`src/rtl/pown_pkg.sv`:
```
// Shared constants and types for the pipe ownership controller.
// Assumes exactly two buffers per pipe; the index width is derived.
package pown_pkg;
    localparam int NUM_BUF = 2;
    localparam int IDX_W   = (NUM_BUF > 1) ? $clog2(NUM_BUF) : 1;
    typedef logic [IDX_W-1:0] buf_idx_t;
    typedef logic [NUM_BUF-1:0] buf_mask_t;
endpackage

```
`src/rtl/pown_cmd_qual.sv`:
```
// Command qualifier: decides whether a CPU swap or flush request is
// accepted or rejected. Purely combinational. Assumes busy_flag is the
// registered flag the CPU can read, not the raw SIE input.
module pown_cmd_qual (
    input  logic wr_en,
    input  logic inert,
    input  logic swap_bit,
    input  logic flush_bit,
    input  logic dir_tx,
    input  logic nak,
    input  logic busy_flag,
    output logic swap_ok,
    output logic flush_ok,
    output logic reject
);
    logic live_wr;
    logic swap_req;
    logic flush_req;
    logic safe;

    // Qualify each request against direction, handshake and busy state.
    always_comb begin
        live_wr   = wr_en && !inert;
        swap_req  = live_wr && swap_bit;
        flush_req = live_wr && flush_bit;
        safe      = nak && !busy_flag;
        swap_ok   = swap_req && safe && !dir_tx;
        flush_ok  = flush_req && safe && dir_tx;
        reject    = (swap_req && !swap_ok) || (flush_req && !flush_ok);
    end
endmodule

```
`src/rtl/pown_buf_track.sv`:
```
// Buffer ownership tracker: keeps the index of the SIE-owned buffer and
// a data-present flag per buffer. Assumes swap and flush are never
// accepted in the same cycle (they belong to opposite directions).
module pown_buf_track
    import pown_pkg::*;
(
    input  logic      clk,
    input  logic      rst_n,
    input  logic      soft_rst,
    input  logic      swap_ok,
    input  logic      flush_ok,
    input  logic      claim,
    output buf_idx_t  sie_idx,
    output buf_mask_t valid
);
    buf_idx_t nxt_idx;

    // Next buffer in rotation order.
    always_comb begin
        if (sie_idx == buf_idx_t'(NUM_BUF - 1)) nxt_idx = '0;
        else                                    nxt_idx = sie_idx + buf_idx_t'(1);
    end

    // Owner index: rotates on an accepted swap.
    always_ff @(posedge clk) begin
        if (!rst_n || soft_rst) sie_idx <= '0;
        else if (swap_ok)       sie_idx <= nxt_idx;
    end

    // One data-present flag per buffer.
    for (genvar g = 0; g < NUM_BUF; g++) begin : g_buf
        logic on_sie;
        logic incoming;
        assign on_sie   = (sie_idx == buf_idx_t'(g));
        assign incoming = (nxt_idx == buf_idx_t'(g));

        // Flush beats claim; incoming buffer starts empty on a swap.
        always_ff @(posedge clk) begin
            if (!rst_n || soft_rst)       valid[g] <= 1'b0;
            else if (flush_ok && on_sie)  valid[g] <= 1'b0;
            else if (swap_ok && incoming) valid[g] <= 1'b0;
            else if (claim && on_sie)     valid[g] <= 1'b1;
        end
    end
endmodule

```
`src/rtl/pown_status.sv`:
```
// Status holder: registered busy flag, self-clearing command echoes and
// the sticky error flag. Assumes synchronous resets only.
module pown_status (
    input  logic clk,
    input  logic rst_n,
    input  logic soft_rst,
    input  logic busy_in,
    input  logic swap_ok,
    input  logic flush_ok,
    input  logic reject,
    output logic busy_q,
    output logic swap_q,
    output logic flush_q,
    output logic err_q
);
    // Busy mirror and one-cycle command echoes.
    always_ff @(posedge clk) begin
        if (!rst_n || soft_rst) begin
            busy_q  <= 1'b0;
            swap_q  <= 1'b0;
            flush_q <= 1'b0;
        end else begin
            busy_q  <= busy_in;
            swap_q  <= swap_ok;
            flush_q <= flush_ok;
        end
    end

    // Sticky record of any rejected command.
    always_ff @(posedge clk) begin
        if (!rst_n || soft_rst) err_q <= 1'b0;
        else if (reject)        err_q <= 1'b1;
    end
endmodule

```
`src/rtl/pipe_own_ctrl.sv`:
```
// Top: command register and ownership logic for one double-buffered pipe.
// Bit REG_W-1 requests a swap, REG_W-2 a flush, REG_W-3 reads busy;
// lower bits are reserved and read 0. Inert while the control pipe is on.
module pipe_own_ctrl
    import pown_pkg::*;
#(
    parameter int REG_W = 16
) (
    input  logic             clk,
    input  logic             rst_n,
    input  logic             soft_rst,
    input  logic             cpu_wr,
    input  logic [REG_W-1:0] cpu_wdata,
    output logic [REG_W-1:0] cpu_rdata,
    input  logic             ctrl_pipe_sel,
    input  logic             pipe_dir_tx,
    input  logic             pipe_nak,
    input  logic             sie_busy_in,
    input  logic             sie_claim,
    output logic [IDX_W-1:0] sie_buf_idx,
    output logic [NUM_BUF-1:0] buf_valid,
    output logic             swap_pulse,
    output logic             flush_pulse,
    output logic             err_flag
);
    localparam int SWAP_POS  = REG_W - 1;
    localparam int FLUSH_POS = REG_W - 2;
    localparam int BUSY_POS  = REG_W - 3;

    logic swap_ok, flush_ok, reject;
    logic busy_q, swap_q, flush_q;

    pown_cmd_qual u_qual (
        .wr_en     (cpu_wr),
        .inert     (ctrl_pipe_sel),
        .swap_bit  (cpu_wdata[SWAP_POS]),
        .flush_bit (cpu_wdata[FLUSH_POS]),
        .dir_tx    (pipe_dir_tx),
        .nak       (pipe_nak),
        .busy_flag (busy_q),
        .swap_ok   (swap_ok),
        .flush_ok  (flush_ok),
        .reject    (reject)
    );

    pown_buf_track u_track (
        .clk      (clk),
        .rst_n    (rst_n),
        .soft_rst (soft_rst),
        .swap_ok  (swap_ok),
        .flush_ok (flush_ok),
        .claim    (sie_claim),
        .sie_idx  (sie_buf_idx),
        .valid    (buf_valid)
    );

    pown_status u_stat (
        .clk      (clk),
        .rst_n    (rst_n),
        .soft_rst (soft_rst),
        .busy_in  (sie_busy_in),
        .swap_ok  (swap_ok),
        .flush_ok (flush_ok),
        .reject   (reject),
        .busy_q   (busy_q),
        .swap_q   (swap_q),
        .flush_q  (flush_q),
        .err_q    (err_flag)
    );

    // Register read view; all zero while the control pipe is selected.
    always_comb begin
        cpu_rdata = '0;
        if (!ctrl_pipe_sel) begin
            cpu_rdata[SWAP_POS]  = swap_q;
            cpu_rdata[FLUSH_POS] = flush_q;
            cpu_rdata[BUSY_POS]  = busy_q;
        end
    end

    assign swap_pulse  = swap_q;
    assign flush_pulse = flush_q;
endmodule

```
`config.mk`:
```
export PLATFORM = sky130hd
export DESIGN_NAME = pipe_own_ctrl
export DESIGN_NICKNAME = d
export VERILOG_FILES = /design/src/rtl/pown_pkg.sv /design/src/rtl/pown_cmd_qual.sv /design/src/rtl/pown_buf_track.sv /design/src/rtl/pown_status.sv /design/src/rtl/pipe_own_ctrl.sv
export SDC_FILE = /design/constraint.sdc
export NUM_CORES = 1
export LEC_CHECK = 0
export BUFFER_PORTS_ARGS = -buffer_cell sky130_fd_sc_hd__clkbuf_2
export CAP_MARGIN = 20
export CELL_PAD_IN_SITES_DETAIL_PLACEMENT = 1
export CELL_PAD_IN_SITES_GLOBAL_PLACEMENT = 2
export CORE_MARGIN = 10
export CORE_UTILIZATION = 18
export DETAILED_ROUTE_END_ITERATION = 10
export PLACE_DENSITY = 0.9
export SETUP_SLACK_MARGIN = 0.4
export SLEW_MARGIN = 20
export SYNTH_ARGS = -nofsm -noshare
export SYNTH_HDL_FRONTEND = slang
export SYNTH_HIERARCHICAL = 1
export SYNTH_SLANG_ARGS = --single-unit
```
`constraint.sdc`:
```
create_clock -name clk -period 2.1 [get_ports clk]
set_input_delay 0.315 -clock clk [delete_from_list [all_inputs] [get_ports clk]]
set_output_delay 0.315 -clock clk [all_outputs]
set_load 0.02 [all_outputs]
```
### After elaboration in Yosys (flattened, before gate mapping)

Cells that the tools add are included.
Widths: inputs -> output; s select.

* add/subtract/negate cells: 1
* multiplexer cells: 2
* bitwise gates (word level): 2
* reduce and logical (&&, ||, !) cells: 26

Operator list (number)
* $logic_and 1x1->1: 16
* $logic_not 1->1: 6
* $reduce_or 3->1: 2
* $mux 3: 1
* $logic_or 1x1->1: 2
* $not 1->1: 2
* $add 1x1->1 const B: 1
* $mux 1: 1

* register bits after elaboration: 7

### Depth between registers and ports, before layout

Gate-level depths: netlist of run 1.

* word-level depth: 8
* gate-level depth with buffers: 5
* depth with buffers taken out: 5

### By module

The synthesis of run 1 kept the hierarchy.

Modules (own cells, without submodules)
* pown_buf_track: instances 1, cells an instance 13, area each 150.1 sq um, sequential area each 60.1 sq um
* pipe_own_ctrl: instances 1, cells an instance 17, area each 120.1 sq um, sequential area each 0.0 sq um
* pown_status: instances 1, cells an instance 9, area each 120.1 sq um, sequential area each 80.1 sq um
* pown_cmd_qual: instances 1, cells an instance 9, area each 78.8 sq um, sequential area each 0.0 sq um

### Worst setup path before layout of run 1

Ideal clock, no wire load.

* kind: input -> register
* from: input cpu_wr
* to: register u_track.valid[1]
* setup time: 0.075 ns
* data arrival time: 1.093 ns
* data required time: 2.025 ns
* setup slack: 0.932 ns
* cell stages on the path: 5
* buffers on the path: 0
* cells stage by stage: nor2b_4 nor2b_4 and3b_1 mux2_4 o22ai_1

* cells in the longest elaborated chain, start to end: 6
* elaborated cells between the ends (all ways): 10
* classes of those cells: 10 x reduce/logical

RTL lines
* start, declared: line pipe_own_ctrl.sv:12 `input logic cpu_wr,`
* $logic_and 1x1->1: line pown_cmd_qual.sv:23 `live_wr = wr_en && !inert;`
* $logic_and 1x1->1: line pown_cmd_qual.sv:24 `swap_req = live_wr && swap_bit;`
* $logic_and 1x1->1 (2 in a row): line pown_cmd_qual.sv:27 `swap_ok = swap_req && safe && !dir_tx;`
* via swap_ok: line pipe_own_ctrl.sv:30 `logic swap_ok, flush_ok, reject;`
* $logic_and 1x1->1: line pown_buf_track.sv:41 `else if (swap_ok && incoming) valid[g] <= 1'b0;`
* $reduce_or 3->1 (no line)
* end signal, assigned by index: line pown_buf_track.sv:40 `else if (flush_ok && on_sie) valid[g] <= 1'b0;`
* end signal, assigned by index: line pown_buf_track.sv:41
* end signal, assigned by index: line pown_buf_track.sv:42 `else if (claim && on_sie) valid[g] <= 1'b1;`
* end, declared: line pown_buf_track.sv:14 `output buf_mask_t valid`

The timed path passes the listed nets, and every way through them passes these cells.
A chain may end at the register's enable or synchronous reset.

### Worst setup path in the final report of run 1

* from: register u_track.sie_idx
* to: output sie_buf_idx

RTL lines
* start, declared: line pown_buf_track.sv:13 `output buf_idx_t sie_idx,`
* start signal, assigned: line pown_buf_track.sv:27 `else if (swap_ok) sie_idx <= nxt_idx;`
* end, declared: line pipe_own_ctrl.sv:20 `output logic [IDX_W-1:0] sie_buf_idx,`

No word-level cell between the ends.

==> impl_metrics.ini, run 1 <==
[status]
status = completed

[timing]
fin_crit_sh = 0.586
final.setup.worst_slack_ns = 0.870
clock.fmax_ghz = 0.813
finalSetupTns_ns = 0
slew_violations = 0
rsz0062_at_grt = no
period_minus_slack_ns = 1.23
hold_viol_final = 0
skew_ns = 0.00116
finalSetupViolCount = 0

[synth]
netlist_area_um2 = 469
yosys_warnings = 6
synth-seq-cells = 7
ys_seq_area_frac = 0.299
syn_area_per_cell_um2 = 9.78
synth.distinct_cells = 21
netlist_instances = 48

[placement]
dp_hpwl_um = 1090
place_inst = 96
dp_slack_ns = 0.758
routabilityCongestion = 0.590
io_buffers = 19

[cts]
cts.repair.resized = 0
clkLatencyLatePin_ns = 0.25
post_cts_buffers = 0
clkSinkCount = 7
ctsRootBufferMaster = clkbuf_4
clkTransAtPathRegs_ns = 0.05
h-tree-depth = 1
postCtsHoldBufs = 0
cts_tree = done
numCtsBuffers = 3
clockBufferDepth = 2

[floorplanning]
die_h_um = 71.1
start_util = 0.189
core-area_um2 = 2480
std_cell_rows = 18
ioPinCount = 47
die_area_um2 = 5050
die_w_um = 71.1

[critical_path]
rrSetupSlack_ns = 0.90
worstReg2RegEnd = u_track/valid[0]$_SDFFE_PP0P_
crit_type = reg2out
crit_family = flip-flops
cp.required_ns = 1.78
cpPeakStageDelay_ns = 0.45
r2r-start = u_stat/busy_q$_SDFF_PP0_
worst_r2r_path_depth = 5
critical-path-slowest-cell = dfxtp_1
critPathLaunchType = flip-flop
crit_fanout = 6
crit_path_end_kind = output port
critPathBufInv = 1
crit_arrival_ns = 0.91
worstPathCellList = clkbuf_2

[global_route]
grt_usage = 0.0454
grt_max_degree = 7
grt_first_pass_wirelength_um = 1810
grt_pass1_vias = 416
antenna_found_initial = 0
grt.overflow.total = 0

[detailed_routing]
via_per_inst = 3.56
drt_first_pass_iters = 2
drc = 0
finalWirelength_um = 1190
drtAntennaViolNets = 0
drt_iter0_drc = 7
wire_per_inst_um = 11.9
via_count = 356

[min_path]
min_path_cells = 2
hold_path.class = in2reg
hold_path.startpoint = sie_busy_in
holdPathEnd = u_stat/busy_q$_SDFF_PP0_

[power_and_ir_drop]
power.total_uw = 320
power_density_nw_per_um2 = 556
irDropWorstVdd_v = 0.000160
leakagePower_nw = 0.279

[final_layout]
final_common_cell = clkbuf_2
syn2layout_area_growth_pct = 22.7
stdcell_count = 100
fin_nets = 96
layout-drive-gt1-share = 0.414
final_cell_mix = clkbuf_2 (19), conb_1 (13), dfxtp_1 (7)
antenna_cells = 0

[job]
maxCapViolations = 0
kinds of logic (layout without fill, tap and decap cells):
family / count (synthesis) / count (layout) / synth area share
other cells: 1 / 13 / 0.00799
simple gates: 19 / 19 / 0.349
mux: 2 / 2 / 0.0560
compound gates: 4 / 4 / 0.0533
flops: 7 / 7 / 0.299
xor+xnor: 1 / 1 / 0.0187
buf+inv: 14 / 24 / 0.216
how the worst max path moves through the flow:
stage	cells after the start	end	start
2_1_floorplan	5	u_track/valid[1]$_SDFFE_PP0P_	cpu_wr
3_3_place_gp	6	u_track/valid[0]$_SDFFE_PP0P_	ctrl_pipe_sel
3_5_place_dp	6	u_track/valid[0]$_SDFFE_PP0P_	cpu_wr
4_1_cts	1	sie_buf_idx	u_track/sie_idx$_SDFFE_PP0P_
5_1_grt	5	u_track/valid[0]$_SDFFE_PP0P_	u_stat/busy_q$_SDFF_PP0_
6_report	1	sie_buf_idx	u_track/sie_idx$_SDFFE_PP0P_
layer usage:
layer | part of all wire | GRT usage | up-vias
met4 | 0.0076 | 0.0323 | 0
met5 | 0 | 0 | -
met1 | 0.31 | 0.0329 | 163
met2 | 0.56 | 0.0801 | 14
li1 | - | - | 177
met3 | 0.13 | 0.0335 | 2
flip-flops by register name, indices dropped and copies added, names as in the netlist:
register and flops:
u_stat/err_q 1, u_stat/swap_q 1, u_track/sie_idx 1, u_track/valid 2, u_stat/busy_q 1, u_stat/flush_q 1
cells in the mapped netlist:
cell type	n	area share
xnor2_1	1	0.019
buf_4	13	0.21
nor3_1	2	0.021
o21a_1	1	0.016
nand3b_1	2	0.032
nand4bb_1	1	0.024
and3_1	1	0.013
o22ai_1	2	0.027
dfxtp_1	7	0.30
nor3b_1	1	0.016
nand2b_4	1	0.029
nor3b_2	1	0.027
nor2b_4	3	0.088
conb_1	1	0.0080
and3b_1	1	0.019
mux2_4	1	0.032
inv_1	1	0.0080
and2_1	3	0.040
o21ai_0	1	0.011
mux2_2	1	0.024
nor2b_1	3	0.040
layout make-up:
type                            instances  area, um^2
Fill cell                             313        1900
Inverter                                1        3.75
Timing Repair Buffer                   19        95.1
Multi-Input combinational cell         39         273
Clock buffer                            4        26.3
Sequential cell                         7         140
Tap cell                               30        37.5
through the flow:
stage                     hold WS (ns)  area (um^2)  utilization
after floorplan                  0.385          514            -
after global placement           0.450          549        0.222
after detailed placement         0.485          549        0.222
after CTS                        0.265          576        0.232
after global routing             0.278          576        0.232
final                            0.270          576        0.232
power by group:
part	switching, mW	internal (mW)
Sequential	0.00166	0.136
Combinational	0.0401	0.0205
Clock	0.0494	0.0725
Total	0.0912	0.229
Power figures use the tool's default switching activity.
==> run 2: changes to the inputs <==
--- a/config.mk
+++ b/config.mk
@@ -10,9 +10,9 @@
 export CELL_PAD_IN_SITES_DETAIL_PLACEMENT = 1
 export CELL_PAD_IN_SITES_GLOBAL_PLACEMENT = 2
 export CORE_MARGIN = 10
-export CORE_UTILIZATION = 18
+export CORE_UTILIZATION = 15
 export DETAILED_ROUTE_END_ITERATION = 10
-export PLACE_DENSITY = 0.9
+export PLACE_DENSITY = 0.81
 export SETUP_SLACK_MARGIN = 0.4
 export SLEW_MARGIN = 20
 export SYNTH_ARGS = -nofsm -noshare
==> constraint.sdc (replaced) <==
create_clock -name clk -period 1 [get_ports clk]
set_input_delay 0.15 -clock clk [delete_from_list [all_inputs] [get_ports clk]]
set_output_delay 0.15 -clock clk [all_outputs]
set_load 0.02 [all_outputs]
==> impl_metrics.ini, run 2 (synthesis results as in run 1) <==
[status]
status = finished with violations
violations = setup timing

[detailed_routing]
wire_per_inst_um = 12.2
via_count = 401
drt_first_pass_iters = 3
finalWirelength_um = 1470
drt_iter0_drc = 8
drc = 0
via_per_inst = 3.31
drtAntennaViolNets = 0

[final_layout]
layout-drive-gt1-share = 0.688
syn2layout_area_growth_pct = 75.2
regMostFlops = u_track/valid
final_cell_mix = conb_1 (13), clkbuf_2 (10), buf_8 (9)
antenna_cells = 0
final_area_um2 = 822
largest_register_ffs = 2
fin_nets = 103
final_common_cell = conb_1

[floorplanning]
ioPinCount = 47
die_h_um = 75.9
start_util = 0.155
die_w_um = 75.9
die_area_um2 = 5770
core-area_um2 = 3030
std_cell_rows = 20

[global_route]
grt_pass1_vias = 443
grt.met2_usage = 0.0714
grt.overflow.total = 0
antenna_found_initial = 0
globalRouteMet1Util = 0.0454
grt_max_degree = 6
met3_usage = 0.0448
grt_usage = 0.0478
top_usage_layer = met2
grt_first_pass_wirelength_um = 2190

[critical_path]
worst_r2r_path_depth = 5
critPathLaunchType = flip-flop
rrSetupSlack_ns = -0.14
crit_arrival_ns = 1.33
crit_fanout = 4
r2r-start = u_stat/busy_q$_SDFF_PP0_
crit_path_end_kind = flip-flop
worstReg2RegEnd = u_track/valid[1]$_SDFFE_PP0P_
crit_type = reg2reg
cp.required_ns = 1.19

[power_and_ir_drop]
leakagePower_nw = 0.352
seqPwrFrac = 0.394
clock_power_share = 0.367
switchingPower_uw = 219
p_comb_frac = 0.239
p_int_uw = 507
irDropWorstVdd_v = 0.000311
power_density_nw_per_um2 = 883
sw_frac_of_total = 0.302

[placement]
dp_slack_ns = -0.181
dp_hpwl_um = 1120
placed_area_um2 = 616
io_buffers = 19
routabilityCongestion = 0.703

[cts]
clkLatencyLatePin_ns = 0.26
clkSinkCount = 7
h-tree-depth = 1
clockBufferDepth = 2
numCtsBuffers = 3
ctsRootBufferMaster = clkbuf_4
cts_tree = done
clkTransAtPathRegs_ns = 0.06

[timing]
period_minus_slack_ns = 1.14
skew_ns = 0.00788
final.setup.worst_slack_ns = -0.143
hold_viol_final = 0
rsz0062_at_grt = yes
finalSetupViolCount = 8
clock.fmax_ghz = 0.875
finalSetupTns_ns = -0.611
fin_crit_sh = 1.14
slew_violations = 0

[min_path]
hold_path.class = in2reg
holdPathEnd = u_stat/busy_q$_SDFF_PP0_
hold_path.startpoint = sie_busy_in
min_path_cells = 2

[job]
maxCapViolations = 0
## run 2: cell types whose count changed in the layout (fill, tap and decap cells not counted), sizes merged
cell,previous run,this run
buf,0,16
clkbuf,23,14
## run 2: worst max-delay path, cell delays in order, from the launching register on
cell      delay, ns
dfxtp_2        0.32
nand2b_4       0.13
nor2b_4        0.04
and3b_2        0.23
mux2_4         0.28
o22ai_2        0.08
## run 2: how the worst max path moves through the flow
stage                                  start  depth (start not counted)                             to  slack [ns]
CTS                 u_stat/busy_q$_SDFF_PP0_                          5  u_track/valid[0]$_SDFFE_PP0P_       -0.16
global route        u_stat/busy_q$_SDFF_PP0_                          5  u_track/valid[1]$_SDFFE_PP0P_       -0.18
detailed placement  u_stat/busy_q$_SDFF_PP0_                          5  u_track/valid[1]$_SDFFE_PP0P_       -0.18
finish              u_stat/busy_q$_SDFF_PP0_                          5  u_track/valid[1]$_SDFFE_PP0P_       -0.14
global placement    u_stat/busy_q$_SDFF_PP0_                          5  u_track/valid[1]$_SDFFE_PP0P_       -0.15
floorplan           u_stat/busy_q$_SDFF_PP0_                          5  u_track/valid[1]$_SDFFE_PP0P_       -0.09
## run 2: metal layers
metal / vias up / wire length, um
li1: 193 / -
met1: 182 / 573
met2: 24 / 691
met3: 2 / 199
met4: 0 / 10
met5: - / 0
## run 2: stage by stage
step                hold WS, ns  total power [mW]  instances   util
global route              0.105             0.764        121  0.271
CTS                      0.0893             0.724        119  0.258
floorplan                 0.220             0.415         60      -
finish                   0.0980             0.726        121  0.271
global placement          0.356             0.423        113  0.203
detailed placement        0.360             0.428        113  0.203
## run 2: cell type report
cell class              count  area, um^2
inverters                   1        3.75
fillers                   349        2210
well taps                  44        55.1
clock buffers               4        26.3
flip-flops and latches      7         154
repair buffers             26         241
multi-input cells          39         342
## run 2: repair_timing
action | CTS | global route
pin swaps | 3 | 1
setup endpoints to repair | 15 | 15
gates cloned | 0 | 0
buffers inserted | 2 | 2
hold endpoints to repair | 0 | 0
hold buffers | 0 | 0
gates resized for setup | 28 | 13
## run 2: power groups by stage
stage | sequential [mW] | combinational, mW | clock, mW
2_1_floorplan | 0.295 | 0.120 | 0
3_3_place_gp | 0.289 | 0.134 | 0
3_5_place_dp | 0.289 | 0.139 | 0
4_1_cts | 0.284 | 0.158 | 0.281
5_1_grt | 0.286 | 0.186 | 0.292
6_report | 0.286 | 0.173 | 0.267
